File: src/rtl/tpc_pkg.sv
package tpc_pkg;
  localparam int REG_W     = 8;
  localparam int CK_LSB    = 3;
  localparam int OVF_BIT   = 2;
  localparam int OVFIE_BIT = 1;
  localparam int CMPIE_BIT = 0;

  typedef enum logic [2:0] {
    PM_RUN   = 3'd0,
    PM_SLOW  = 3'd1,
    PM_WAIT  = 3'd2,
    PM_AHALT = 3'd3,
    PM_HALT  = 3'd4
  } pm_e;

  localparam logic [1:0] CK_OFF = 2'b00;
  localparam logic [1:0] CK_MS  = 2'b01;
  localparam logic [1:0] CK_CPU = 2'b10;

  typedef struct packed {
    logic [1:0] ck;
    logic       ovfie;
    logic       cmpie;
  } ctl_t;
endpackage

File: src/rtl/tpc_regs.sv
module tpc_regs
  import tpc_pkg::*;
(
  input  logic             clk,
  input  logic             rst_n,
  input  logic             wr_en,
  input  logic             rd_en,
  input  logic             addr,
  input  logic [REG_W-1:0] wdata,
  input  logic             ovf_evt,
  input  logic             cmp_evt,
  output ctl_t             ctl,
  output logic             ovf_flag,
  output logic             cmp_flag,
  output logic [REG_W-1:0] rdata
);
  ctl_t ctl_nxt;
  logic ovf_nxt, cmp_nxt;
  logic wr_ctl;
  logic unused_wbits;

  assign wr_ctl       = wr_en && (addr == 1'b0);
  assign unused_wbits = &{1'b0, wdata[REG_W-1:CK_LSB+2], wdata[OVF_BIT]};

  always_comb begin
    ctl_nxt = ctl;
    if (wr_ctl) begin
      ctl_nxt.ck    = wdata[CK_LSB +: 2];
      ctl_nxt.ovfie = wdata[OVFIE_BIT];
      ctl_nxt.cmpie = wdata[CMPIE_BIT];
    end
    ovf_nxt = ovf_flag;
    if (rd_en && (addr == 1'b0)) ovf_nxt = 1'b0;
    if (ovf_evt)                 ovf_nxt = 1'b1;
    cmp_nxt = cmp_flag;
    if (rd_en && (addr == 1'b1)) cmp_nxt = 1'b0;
    if (cmp_evt)                 cmp_nxt = 1'b1;
  end

  always_ff @(posedge clk or negedge rst_n) begin
    if (!rst_n) begin
      ctl      <= '0;
      ovf_flag <= 1'b0;
      cmp_flag <= 1'b0;
    end else begin
      ctl      <= ctl_nxt;
      ovf_flag <= ovf_nxt;
      cmp_flag <= cmp_nxt;
    end
  end

  always_comb begin
    rdata = '0;
    if (addr == 1'b0) begin
      rdata[CK_LSB +: 2] = ctl.ck;
      rdata[OVF_BIT]     = ovf_flag;
      rdata[OVFIE_BIT]   = ctl.ovfie;
      rdata[CMPIE_BIT]   = ctl.cmpie;
    end else begin
      rdata[0] = cmp_flag;
    end
  end
endmodule

File: src/rtl/tpc_clkgate.sv
module tpc_clkgate
  import tpc_pkg::*;
#(
  parameter int PRESC_W = 5
)(
  input  logic       clk,
  input  logic       rst_n,
  input  logic [2:0] pmode,
  input  logic [1:0] ck,
  input  logic       ovfie,
  input  logic       ms_tick,
  output logic       cnt_en
);
  localparam logic [PRESC_W-1:0] PRESC_LAST = {PRESC_W{1'b1}};

  logic               src_tick;
  logic [PRESC_W-1:0] pre_q, pre_nxt;

  always_comb begin
    case (ck)
      CK_MS:   src_tick = ms_tick;
      CK_CPU:  src_tick = 1'b1;
      default: src_tick = 1'b0;
    endcase
  end

  always_comb begin
    if (pmode != PM_SLOW)  pre_nxt = '0;
    else if (src_tick)     pre_nxt = pre_q + 1'b1;
    else                   pre_nxt = pre_q;
  end

  always_ff @(posedge clk or negedge rst_n) begin
    if (!rst_n) pre_q <= '0;
    else        pre_q <= pre_nxt;
  end

  always_comb begin
    case (pmode)
      PM_RUN, PM_WAIT: cnt_en = src_tick;
      PM_SLOW:         cnt_en = src_tick && (pre_q == PRESC_LAST);
      PM_AHALT:        cnt_en = src_tick && (ck == CK_MS) && ovfie;
      default:         cnt_en = 1'b0;
    endcase
  end
endmodule

File: src/rtl/tpc_irq.sv
module tpc_irq
  import tpc_pkg::*;
(
  input  logic [2:0] pmode,
  input  logic [1:0] ck,
  input  logic       ovfie,
  input  logic       cmpie,
  input  logic       ovf_flag,
  input  logic       cmp_flag,
  input  logic       irq_mask,
  output logic       ovf_irq,
  output logic       cmp_irq,
  output logic       ovf_wake,
  output logic       cmp_wake
);
  always_comb begin
    ovf_irq  = ovf_flag && ovfie && !irq_mask;
    cmp_irq  = cmp_flag && cmpie && !irq_mask;
    ovf_wake = 1'b0;
    cmp_wake = 1'b0;
    case (pmode)
      PM_WAIT: begin
        ovf_wake = ovf_irq;
        cmp_wake = cmp_irq;
      end
      PM_AHALT: ovf_wake = ovf_irq && (ck == CK_MS);
      default: ;
    endcase
  end
endmodule

File: src/rtl/tmr_pwr_ctl.sv
module tmr_pwr_ctl
  import tpc_pkg::*;
#(
  parameter int PRESC_W = 5
)(
  input  logic             clk,
  input  logic             rst_n,
  input  logic             wr_en,
  input  logic             rd_en,
  input  logic             addr,
  input  logic [REG_W-1:0] wdata,
  output logic [REG_W-1:0] rdata,
  input  logic [2:0]       pmode,
  input  logic             ms_tick,
  input  logic             ovf_evt,
  input  logic             cmp_evt,
  input  logic             irq_mask,
  output logic             cnt_en,
  output logic             ovf_irq,
  output logic             cmp_irq,
  output logic             ovf_wake,
  output logic             cmp_wake
);
  ctl_t       ctl;
  logic [1:0] ctl_ck;
  logic       ovf_flag, cmp_flag;

  assign ctl_ck = ctl.ck;

  tpc_regs u_regs (
    .clk(clk), .rst_n(rst_n), .wr_en(wr_en), .rd_en(rd_en), .addr(addr),
    .wdata(wdata), .ovf_evt(ovf_evt), .cmp_evt(cmp_evt), .ctl(ctl),
    .ovf_flag(ovf_flag), .cmp_flag(cmp_flag), .rdata(rdata)
  );

  tpc_clkgate #(.PRESC_W(PRESC_W)) u_gate (
    .clk(clk), .rst_n(rst_n), .pmode(pmode), .ck(ctl.ck),
    .ovfie(ctl.ovfie), .ms_tick(ms_tick), .cnt_en(cnt_en)
  );

  tpc_irq u_irq (
    .pmode(pmode), .ck(ctl.ck), .ovfie(ctl.ovfie), .cmpie(ctl.cmpie),
    .ovf_flag(ovf_flag), .cmp_flag(cmp_flag), .irq_mask(irq_mask),
    .ovf_irq(ovf_irq), .cmp_irq(cmp_irq), .ovf_wake(ovf_wake),
    .cmp_wake(cmp_wake)
  );
endmodule

File: config.mk
export PLATFORM = sky130hd
export DESIGN_NAME = tmr_pwr_ctl
export DESIGN_NICKNAME = d
export VERILOG_FILES = /design/src/rtl/tpc_pkg.sv /design/src/rtl/tpc_regs.sv /design/src/rtl/tpc_clkgate.sv /design/src/rtl/tpc_irq.sv /design/src/rtl/tmr_pwr_ctl.sv
export SDC_FILE = /design/constraint.sdc
export NUM_CORES = 1
export LEC_CHECK = 0
export BUFFER_PORTS_ARGS = -buffer_cell sky130_fd_sc_hd__buf_2
export CAP_MARGIN = 10
export CORE_ASPECT_RATIO = 1.2
export CORE_MARGIN = 2
export CORE_UTILIZATION = 40
export DETAILED_ROUTE_END_ITERATION = 12
export PLACE_DENSITY_LB_ADDON = 0.2
export REMOVE_ABC_BUFFERS = 1
export SYNTH_ARGS = -nofsm -noshare
export SYNTH_HDL_FRONTEND = slang
export SYNTH_SLANG_ARGS = --single-unit
File: constraint.sdc
create_clock -name clk -period 3.3 [get_ports clk]
set_input_delay 0.495 -clock clk [delete_from_list [all_inputs] [get_ports clk]]
set_output_delay 0.495 -clock clk [all_outputs]
set_load 0.02 [all_outputs]
==> flow_summary.toml, run 1 <==
[global_routing]
gr-total-overflow = 0
grt_antenna_before_repair = 0
globalRouteTotalUtil = 0.157
grt_start_max_net_pins = 12
grt_pass1_wl_mm = 2.19
vias_in_the_first_global_route = 548

[clocking]
clk_transition_reported_paths_ps = 80
cts_max_level = 1
post_cts.repair.setup_buffers = 0
clock_path_buffers = 2
cts_hold_buffers = 0
cts_inserted_buffers = 3
root_buffer = "sky130_fd_sc_hd__clkbuf_4"
cts.repair.resized = 0
cts_num_sinks = 11
tritoncts = "yes"
clk_latency_ps = 280

[synth]
post_synth_xor_area_fraction = 0
largest_cells_by_area_after_synthesis = "sky130_fd_sc_hd__dfrtp_1 41%, sky130_fd_sc_hd__ha_1 7.5%, sky130_fd_sc_hd__mux2_2 5.0%"
synth-compound-area-share = 0.170
synthAdderAreaFrac = 0.0746
synth_top_cell_area_share = 0.410
netlist_area_um2 = 671
synth_largest_area_cell = "sky130_fd_sc_hd__dfrtp_1"
synth-simple-area-share = 0.226
synth.yosys.warnings = 0
ys_ff_latch = 11
synthDistinctLibCells = 27
largest_family_of_logic_cells_by_synthesized_area = "simple AND/OR/NAND/NOR gates"
seq_area_frac_synth = 0.410
muxShareOfSynthArea = 0.0504
syn-instance-count = 71
syn_area_per_cell_um2 = 9.45

[critical_path]
cp_max_fo = 4
crit_path_max_incr_delay_ps = 410
worstSetupStartpointType = "flop"
critical_path_most_common_cell = "sky130_fd_sc_hd__ha_1"
crit_type = "reg2out"
critical_path.cell_chain = "ha_1 -> and3_1 -> ha_1 -> nor2b_1 -> a31oi_1 -> a2111oi_0 -> buf_2"
worstPathArrival_ps = 1950
worst_r2r_path_depth = 5
cp.required_ps = 2800
timing.critical_path.to_type = "output port"
worst_path_slowest_cell = "sky130_fd_sc_hd__a2111oi_0"

[floorplan]
placeable_area_um2 = 1600
start_util = 0.419
fp.dieArea_um2 = 2020
floorplan.die.height_um = 48.9
floorplan.rows = 16
chipWidth_um = 41.4
io_pins = 33

[detailed_routing]
via_per_inst = 5.12
drc = 0
maxUsedRoutingLayer = "met4"
antenna_violating_nets_post_route = 0
drt-wirelength-per-cell_um = 11.5
drt_pass1_iterations = 2
vias = 589
detail_route.iter0.violations = 11
route.layer.met1.wl_um = 537
totalWireLength_mm = 1.32
route.met2.wl_um = 674
detailroute.wirelength.met3_um = 82

[finish]
signed_area_change_from_the_synthesized_netlist_to_the_final_layout_pct = 22.6
layout.nets = 122
final_layout_size_suffix_gt1_frac = 0.351
fin_util = 0.513
diodes = 0

[pwr]
comb_power_share = 0.253
power.net_switching_uw = 110
ir_worst_vdd_mv = 0.258
leakage_uw = 0.000410
netSwitchingFraction = 0.334
seq_power_share = 0.456
p_clk_frac = 0.291
p_per_area_nw_per_um2 = 400
internal_power_uw = 219

[timing]
tightestPinTransition_ps = 708
final_hold_viol_count = 0
setup_ws_ps = 858
unrepaired_setup_endpoints_after_global_routing = "false"
finalMaxSlewViolations = 0
timing.setup.tns_ps = 0
final-setup-viol-count = 0
slew_headroom = 0.528
post-route-period-util = 0.740
clock.fmax_ghz = 0.409
post-route-min-period_ps = 2440
finalClockSkew_ps = 1.72

[outcome]
run_status = "complete, no violations"

[worst_hold_path]
tightest_hold_check_type = "in2async"

[place]
place_ws_ps = 1160
routability_congestion_estimate = 0.691
number_of_i_o_port_buffers = 25
hpwlAfterDp_mm = 1.04

[flow_run]
cap_violations = 0
==> Yosys cell counts <==
master	n
sky130_fd_sc_hd__nand2b_1	2
sky130_fd_sc_hd__buf_2	1
sky130_fd_sc_hd__inv_1	3
sky130_fd_sc_hd__buf_4	3
sky130_fd_sc_hd__dfrtp_1	11
sky130_fd_sc_hd__nor3b_2	1
sky130_fd_sc_hd__mux2_2	3
sky130_fd_sc_hd__a21o_1	2
sky130_fd_sc_hd__nor2_1	4
sky130_fd_sc_hd__ha_1	4
sky130_fd_sc_hd__or4_1	2
sky130_fd_sc_hd__o21ai_0	3
sky130_fd_sc_hd__nand2_1	8
sky130_fd_sc_hd__nor4_1	1
sky130_fd_sc_hd__and3_1	1
sky130_fd_sc_hd__conb_1	1
sky130_fd_sc_hd__a21oi_1	3
sky130_fd_sc_hd__nand3_1	1
sky130_fd_sc_hd__o211ai_1	3
sky130_fd_sc_hd__a31oi_1	1
sky130_fd_sc_hd__a2111oi_0	2
sky130_fd_sc_hd__or2b_2	1
sky130_fd_sc_hd__or3_1	1
sky130_fd_sc_hd__nor2b_1	4
sky130_fd_sc_hd__or3b_1	1
sky130_fd_sc_hd__o31ai_1	3
sky130_fd_sc_hd__clkbuf_1	1
==> layout make-up <==
cell class,count,area [µm²]
Fill cell,167,779
Timing Repair Buffer,25,125
Sequential cell,11,275
Clock inverter,1,5.00
Inverter,3,11.3
Clock buffer,3,22.5
Tap cell,18,22.5
Multi-Input combinational cell,54,360
==> flip-flops by register name, summed over array words and instances (netlist names) <==
| name | flops |
|---|---|
| u_regs.cmp_flag | 1 |
| u_regs.ctl | 4 |
| u_gate.pre_q | 5 |
| u_regs.ovf_flag | 1 |
==> cell families (layout without fill, tap and decap cells) <==
group,after synthesis,count (layout)
adders and majority gates,4,4
AOI/OAI and AO/OA,17,17
muxes,3,3
buffers and inverters,8,32
other,1,3
DFF,11,11
and+or+nand+nor,27,27
==> per-layer routing <==
| layer | global-route usage | vias to the layer above |
|---|---|---|
| li1 | - | 301 |
| met1 | 0.180 | 266 |
| met2 | 0.245 | 17 |
| met3 | 0.0685 | 5 |
| met4 | 0.0645 | 0 |
| met5 | 0 | - |
==> worst max-delay path, delay by kind of cell, from the launching register on <==
kind / cells / cell delay [ps]
AOI/OAI and AO/OA: 2 / 450
DFF: 1 / 380
adders and majority gates: 2 / 310
and+or+nand+nor: 2 / 280
buffers and inverters: 1 / 240
==> path summary, 6_finish.rpt <==
check	slack (ps)	endpoint	startpoint
min reg2reg	510	u_regs.ovf_flag$_DFFE_PN0P_	u_regs.ovf_flag$_DFFE_PN0P_
max reg2reg	1600	u_gate.pre_q[2]$_DFFE_PN0P_	u_regs.ctl[2]$_DFFE_PN0P_
max	860	cnt_en	u_gate.pre_q[0]$_DFFE_PN0P_
max in group asynchronous	3030	u_gate.pre_q[4]$_DFFE_PN0P_	rst_n
min	70	u_gate.pre_q[1]$_DFFE_PN0P_	rst_n
min in group clk	390	u_regs.cmp_flag$_DFFE_PN0P_	cmp_evt
==> power groups by stage <==
stage / Combinational (µW) / Clock (µW) / Sequential [µW]
final: 83.1 / 95.6 / 150
after global routing: 94.0 / 106 / 151
after CTS: 84.4 / 98.5 / 150
after detailed placement: 83.9 / 0 / 153
after global placement: 83.3 / 0 / 153
after floorplan: 53.1 / 0 / 151
==> cell usage in the layout, fill, tap and decap left out <==
| master | synthesis | layout |
|---|---|---|
| sky130_fd_sc_hd__nand2b_1 | 2 | 2 |
| sky130_fd_sc_hd__a2111oi_0 | 2 | 2 |
| sky130_fd_sc_hd__o31ai_1 | 3 | 3 |
| sky130_fd_sc_hd__nor4_1 | 1 | 1 |
| sky130_fd_sc_hd__or3b_1 | 1 | 1 |
| sky130_fd_sc_hd__nand2_1 | 8 | 8 |
| sky130_fd_sc_hd__inv_1 | 3 | 3 |
| sky130_fd_sc_hd__and3_1 | 1 | 1 |
| sky130_fd_sc_hd__clkinv_2 | 0 | 1 |
| sky130_fd_sc_hd__nor2_1 | 4 | 4 |
| sky130_fd_sc_hd__or4_1 | 2 | 2 |
| sky130_fd_sc_hd__conb_1 | 1 | 3 |
| sky130_fd_sc_hd__dfrtp_1 | 11 | 11 |
| sky130_fd_sc_hd__mux2_2 | 3 | 3 |
| sky130_fd_sc_hd__or3_1 | 1 | 1 |
| sky130_fd_sc_hd__a31oi_1 | 1 | 1 |
| sky130_fd_sc_hd__o21ai_0 | 3 | 3 |
| sky130_fd_sc_hd__a21o_1 | 2 | 2 |
| sky130_fd_sc_hd__nor2b_1 | 4 | 4 |
| sky130_fd_sc_hd__clkbuf_4 | 0 | 3 |
| sky130_fd_sc_hd__o211ai_1 | 3 | 3 |
| sky130_fd_sc_hd__or2b_2 | 1 | 1 |
| sky130_fd_sc_hd__a21oi_1 | 3 | 3 |
| sky130_fd_sc_hd__nor3b_2 | 1 | 1 |
| sky130_fd_sc_hd__nand3_1 | 1 | 1 |
| sky130_fd_sc_hd__buf_2 | 1 | 25 |
| sky130_fd_sc_hd__ha_1 | 4 | 4 |
==> stage by stage <==
stage | std cells | hold slack, ps | cell area (µm²) | total power, µW
6_report | 115 | 71.8 | 822 | 329
5_1_grt | 115 | 80.4 | 822 | 351
4_1_cts | 115 | 76.8 | 822 | 333
3_5_place_dp | 111 | 382 | 795 | 237
3_3_place_gp | 111 | 379 | 795 | 236
2_1_floorplan | 68 | 199 | 647 | 204
Note: power is estimated with default switching activity, not from simulation.
==> inputs of run 2 (changes only) <==
==> constraint.sdc (replaced) <==
create_clock -name clk -period 2.28 [get_ports clk]
set_input_delay 0.342 -clock clk [delete_from_list [all_inputs] [get_ports clk]]
set_output_delay 0.342 -clock clk [all_outputs]
set_load 0.02 [all_outputs]
==> flow_summary.toml, run 2 (synthesis gave the netlist of run 1 again) <==
[clocking]
clk_latency_ps = 280
root_buffer = "sky130_fd_sc_hd__clkbuf_4"
tritoncts = "yes"
cts_max_level = 1
clock_path_buffers = 2
clk_transition_reported_paths_ps = 80
cts_num_sinks = 11
cts_inserted_buffers = 3

[critical_path]
critical_path.cell_chain = "ha_2 -> and3_4 -> ha_4 -> nor2b_4 -> a31oi_1 -> a2111oi_2 -> buf_2"
critPathBufInv = 1
worstPathArrival_ps = 1860
crit_type = "reg2out"
critical_path.top_delay_family = "flip-flops"
worst_path_slowest_cell = "sky130_fd_sc_hd__dfrtp_1"
worstSetupStartpointType = "flop"
cp.required_ps = 1940
cp_max_fo = 3
timing.critical_path.to_type = "output port"
crit_path_max_incr_delay_ps = 380

[finish]
multi_input_combinational_cell_area_um2 = 394
fin_util = 0.549
largest_register_ffs = 5
final_layout_size_suffix_gt1_frac = 0.400
finish.cell_count_without_fillers = 118
seqCellArea_um2 = 275
largest_registers = "u_gate.pre_q x5, u_regs.ctl x4"
final_common_cell = "sky130_fd_sc_hd__buf_2"
signed_area_change_from_the_synthesized_netlist_to_the_final_layout_pct = 31.2
diodes = 0
layout.nets = 125
most-common-layout-cells = "25 x sky130_fd_sc_hd__buf_2, 11 x sky130_fd_sc_hd__dfrtp_1, 8 x sky130_fd_sc_hd__nand2_1"
num-fill-cells = 159
registers.top_by_ff_count = "u_gate.pre_q"

[floorplan]
fp.dieArea_um2 = 2020
chipWidth_um = 41.4
floorplan.die.height_um = 48.9
start_util = 0.419
placeable_area_um2 = 1600
floorplan.rows = 16
io_pins = 33

[place]
post-place-cells = 112
hpwlAfterDp_mm = 1.07
routability_congestion_estimate = 0.692
number_of_i_o_port_buffers = 25
place_ws_ps = 213

[timing]
finalMaxSlewViolations = 0
post-route-min-period_ps = 2200
finalClockSkew_ps = 8.07
final-setup-viol-count = 0
timing.setup.tns_ps = 0
setup_ws_ps = 76.1
clock.fmax_ghz = 0.454
final_hold_viol_count = 0
unrepaired_setup_endpoints_after_global_routing = "true"
post-route-period-util = 0.967

[global_routing]
gr-total-overflow = 0
grt_pass1_wl_mm = 2.19
globalRouteTotalUtil = 0.159
grt_antenna_before_repair = 0
vias_in_the_first_global_route = 545
grt_start_max_net_pins = 12

[detailed_routing]
drt_pass1_iterations = 4
totalWireLength_mm = 1.39
vias = 618
detail_route.iter0.violations = 6
antenna_violating_nets_post_route = 0
drt-wirelength-per-cell_um = 11.8
via_per_inst = 5.24
drc = 0

[outcome]
run_status = "complete, no violations"

[pwr]
ir_worst_vdd_mv = 0.324
p_total_uw = 485
p_per_area_nw_per_um2 = 551
leakage_uw = 0.000414

[flow_run]
cap_violations = 0

[worst_hold_path]
tightest_hold_check_type = "in2reg"
-- run 2: cell count changes in the layout (fill, tap and decap cells not counted), sizes merged --
cell | before | now
clkinv | 1 | 0
buf | 25 | 27
clkbuf | 3 | 4
dlygate4sd3 | 0 | 1
-- run 2: worst paths after layout --
path | from | end | slack, ps | cells after the start
min in group asynchronous | rst_n | u_gate.pre_q[2]$_DFFE_PN0P_ | 450 | 2
min reg2reg | u_regs.ovf_flag$_DFFE_PN0P_ | u_regs.ovf_flag$_DFFE_PN0P_ | 500 | 1
min | cmp_evt | u_regs.cmp_flag$_DFFE_PN0P_ | 250 | 2
max reg2reg | u_regs.ctl[2]$_DFFE_PN0P_ | u_gate.pre_q[2]$_DFFE_PN0P_ | 580 | 5
max in group asynchronous | rst_n | u_regs.cmp_flag$_DFFE_PN0P_ | 1620 | 2
max | u_gate.pre_q[1]$_DFFE_PN0P_ | cnt_en | 80 | 7
-- run 2: per-layer routing --
| metal | GRT usage | vias up | wire length, µm |
|---|---|---|---|
| li1 | - | 306 | - |
| met1 | 0.171 | 290 | 533 |
| met2 | 0.266 | 17 | 749 |
| met3 | 0.0685 | 5 | 80 |
| met4 | 0.0484 | 0 | 25 |
| met5 | 0 | - | 0 |
-- run 2: area by class of cell --
class | instances | area share
clock buffer | 4 | 0.0299
inverter | 3 | 0.0128
multi-input combinational | 54 | 0.448
sequential | 11 | 0.313
tap | 18 | 0.0256
timing repair buffer | 28 | 0.171
-- run 2: metrics by stage --
| stage | hold slack, ps | area [µm²] |
|---|---|---|
| detailed placement | 231 | 802 |
| global placement | 225 | 802 |
| CTS | 250 | 852 |
| finish | 249 | 880 |
| global route | 243 | 880 |
| floorplan | 46.4 | 647 |
-- run 2: report_power, final --
part	total [µW]	switching, µW	internal [µW]
Clock	137	68.8	67.8
Sequential	217	8.91	208
Combinational	131	81.2	50.1
-- run 2: repair_timing --
action                                  4_1_cts  5_1_grt
pin swaps                                     0        2
hold buffers                                  1        0
setup buffers                                 1        0
endpoints found under the setup margin        1        1
resized for setup                             2        5
endpoints found under the hold margin        11        0
==> inputs of run 3 (changes only) <==
--- a/config.mk
+++ b/config.mk
@@ -7,9 +7,8 @@
 export LEC_CHECK = 0
 export BUFFER_PORTS_ARGS = -buffer_cell sky130_fd_sc_hd__buf_2
 export CAP_MARGIN = 10
-export CORE_ASPECT_RATIO = 1.2
 export CORE_MARGIN = 2
-export CORE_UTILIZATION = 40
+export CORE_UTILIZATION = 44
 export DETAILED_ROUTE_END_ITERATION = 12
 export PLACE_DENSITY_LB_ADDON = 0.2
 export REMOVE_ABC_BUFFERS = 1
==> flow_summary.toml, run 3 (synthesis gave the netlist of run 1 again) <==
[place]
place_ws_ps = 320
routability_congestion_estimate = 0.678
number_of_i_o_port_buffers = 25
hpwlAfterDp_mm = 1.03

[pwr]
comb_power_share = 0.271
netSwitchingFraction = 0.326
leakage_uw = 0.000422
p_total_uw = 483
ir_worst_vdd_mv = 0.331
power.net_switching_uw = 158
p_per_area_nw_per_um2 = 569
p_clk_frac = 0.280
internal_power_uw = 326
seq_power_share = 0.449

[clocking]
cts_inserted_buffers = 3
tritoncts = "yes"
clock_path_buffers = 2
clk_latency_ps = 270
cts_num_sinks = 11
root_buffer = "sky130_fd_sc_hd__clkbuf_4"
clk_transition_reported_paths_ps = 80
cts_max_level = 1

[critical_path]
critPathBufInv = 1
critical_path.top_delay_family = "flip-flops"
worstSetupStartpointType = "flop"
worstPathArrival_ps = 1790
critical_path_most_common_cell = "sky130_fd_sc_hd__ha_1"
critical_path.cell_chain = "ha_1 -> and3_1 -> ha_1 -> nor2b_1 -> a31oi_1 -> a2111oi_2 -> buf_2"
timing.critical_path.to_type = "output port"
cp_max_fo = 4
cp.required_ps = 1940
crit_path_max_incr_delay_ps = 390
crit_type = "reg2out"
worst_path_slowest_cell = "sky130_fd_sc_hd__dfrtp_1"

[floorplan]
start_util = 0.456
floorplan.rows = 14
placeable_area_um2 = 1470
io_pins = 33
floorplan.die.height_um = 43.0
fp.dieArea_um2 = 1850
chipWidth_um = 43.0

[finish]
final_common_cell = "sky130_fd_sc_hd__buf_2"
most-common-layout-cells = "25 x sky130_fd_sc_hd__buf_2, 11 x sky130_fd_sc_hd__dfrtp_1, 8 x sky130_fd_sc_hd__nand2_1"
largest_registers = "u_gate.pre_q x5, u_regs.ctl x4"
largest_register_ffs = 5
layout.nets = 125
final_layout_size_suffix_gt1_frac = 0.360
signed_area_change_from_the_synthesized_netlist_to_the_final_layout_pct = 26.7
registers.top_by_ff_count = "u_gate.pre_q"
diodes = 0

[timing]
finalMaxSlewViolations = 0
final_hold_viol_count = 0
setup_ws_ps = 143
clock.fmax_ghz = 0.468
final-setup-viol-count = 0
post-route-min-period_ps = 2140
post-route-period-util = 0.937
finalClockSkew_ps = 9.46
unrepaired_setup_endpoints_after_global_routing = "false"

[detailed_routing]
drt-wirelength-per-cell_um = 11.2
totalWireLength_mm = 1.30
via_per_inst = 5.22
drt_pass1_iterations = 4
antenna_violating_nets_post_route = 0
detail_route.iter0.violations = 4
vias = 605
drc = 0

[global_routing]
gr-total-overflow = 0
grt_start_max_net_pins = 12
vias_in_the_first_global_route = 518
grt_antenna_before_repair = 0
grt_pass1_wl_mm = 2.17
globalRouteTotalUtil = 0.160

[worst_hold_path]
tightest_hold_check_type = "in2reg"

[flow_run]
cap_violations = 0

[outcome]
run_status = "complete, no violations"
## run 3: final timing paths
path                                              from                           to  slack [ps]  depth (start not counted)
hold / removal                                 ovf_evt  u_regs.ovf_flag$_DFFE_PN0P_         250                          2
max in group asynchronous                        rst_n    u_regs.ctl[3]$_DFFE_PN0P_        1600                          2
hold reg to reg            u_regs.ovf_flag$_DFFE_PN0P_  u_regs.ovf_flag$_DFFE_PN0P_         500                          1
min in group asynchronous                        rst_n  u_gate.pre_q[0]$_DFFE_PN0P_         460                          2
setup reg to reg             u_regs.ctl[2]$_DFFE_PN0P_  u_gate.pre_q[2]$_DFFE_PN0P_         580                          5
setup / recovery           u_gate.pre_q[0]$_DFFE_PN0P_                       cnt_en         140                          7
## run 3: repair_timing
| action | in CTS | in global routing |
|---|---|---|
| hold buffers | 1 | 0 |
| hold endpoints to repair | 11 | 0 |
| buffers inserted | 0 | 1 |
| gates resized for setup | 0 | 2 |
| setup endpoints to repair | 0 | 1 |
## run 3: layer usage
metal | share of wire | up-vias | track usage
li1 | - | 306 | -
met4 | 0.028 | 0 | 0.109
met5 | 0 | - | 0
met3 | 0.055 | 5 | 0.0255
met1 | 0.50 | 274 | 0.224
met2 | 0.41 | 20 | 0.224
## run 3: power groups by stage
stage / sequential [µW] / clock [µW] / combinational, µW
4_1_cts: 217 / 138 / 128
2_1_floorplan: 218 / 0 / 76.9
6_report: 217 / 135 / 131
3_5_place_dp: 221 / 0 / 127
5_1_grt: 219 / 144 / 147
3_3_place_gp: 220 / 0 / 125
## run 3: worst register-to-register path: stages, from the launching register on
cell and delay, ps:
sky130_fd_sc_hd__dfrtp_1 350, sky130_fd_sc_hd__inv_1 80, sky130_fd_sc_hd__ha_1 420, sky130_fd_sc_hd__or2b_2 340, sky130_fd_sc_hd__or4_1 390, sky130_fd_sc_hd__nand2_1 70
## run 3: area by class of cell
type	count	area [µm²]
fill	142	622
multi-input combinational	54	367
sequential	11	275
timing repair buffer	28	150
clock buffer	4	26.3
tap	16	20.0
inverter	3	11.3
## run 3: metrics by stage
stage               std cells  hold slack [ps]  instance area, µm²  setup TNS, ps  utilization
detailed placement        110              230                 800              0        0.543
global placement          110              226                 800              0        0.543
finish                    116              252                 850              0        0.577
floorplan                  68             46.4                 647           -129            -
CTS                       115              252                 836              0        0.568
global route              116              263                 850              0        0.577
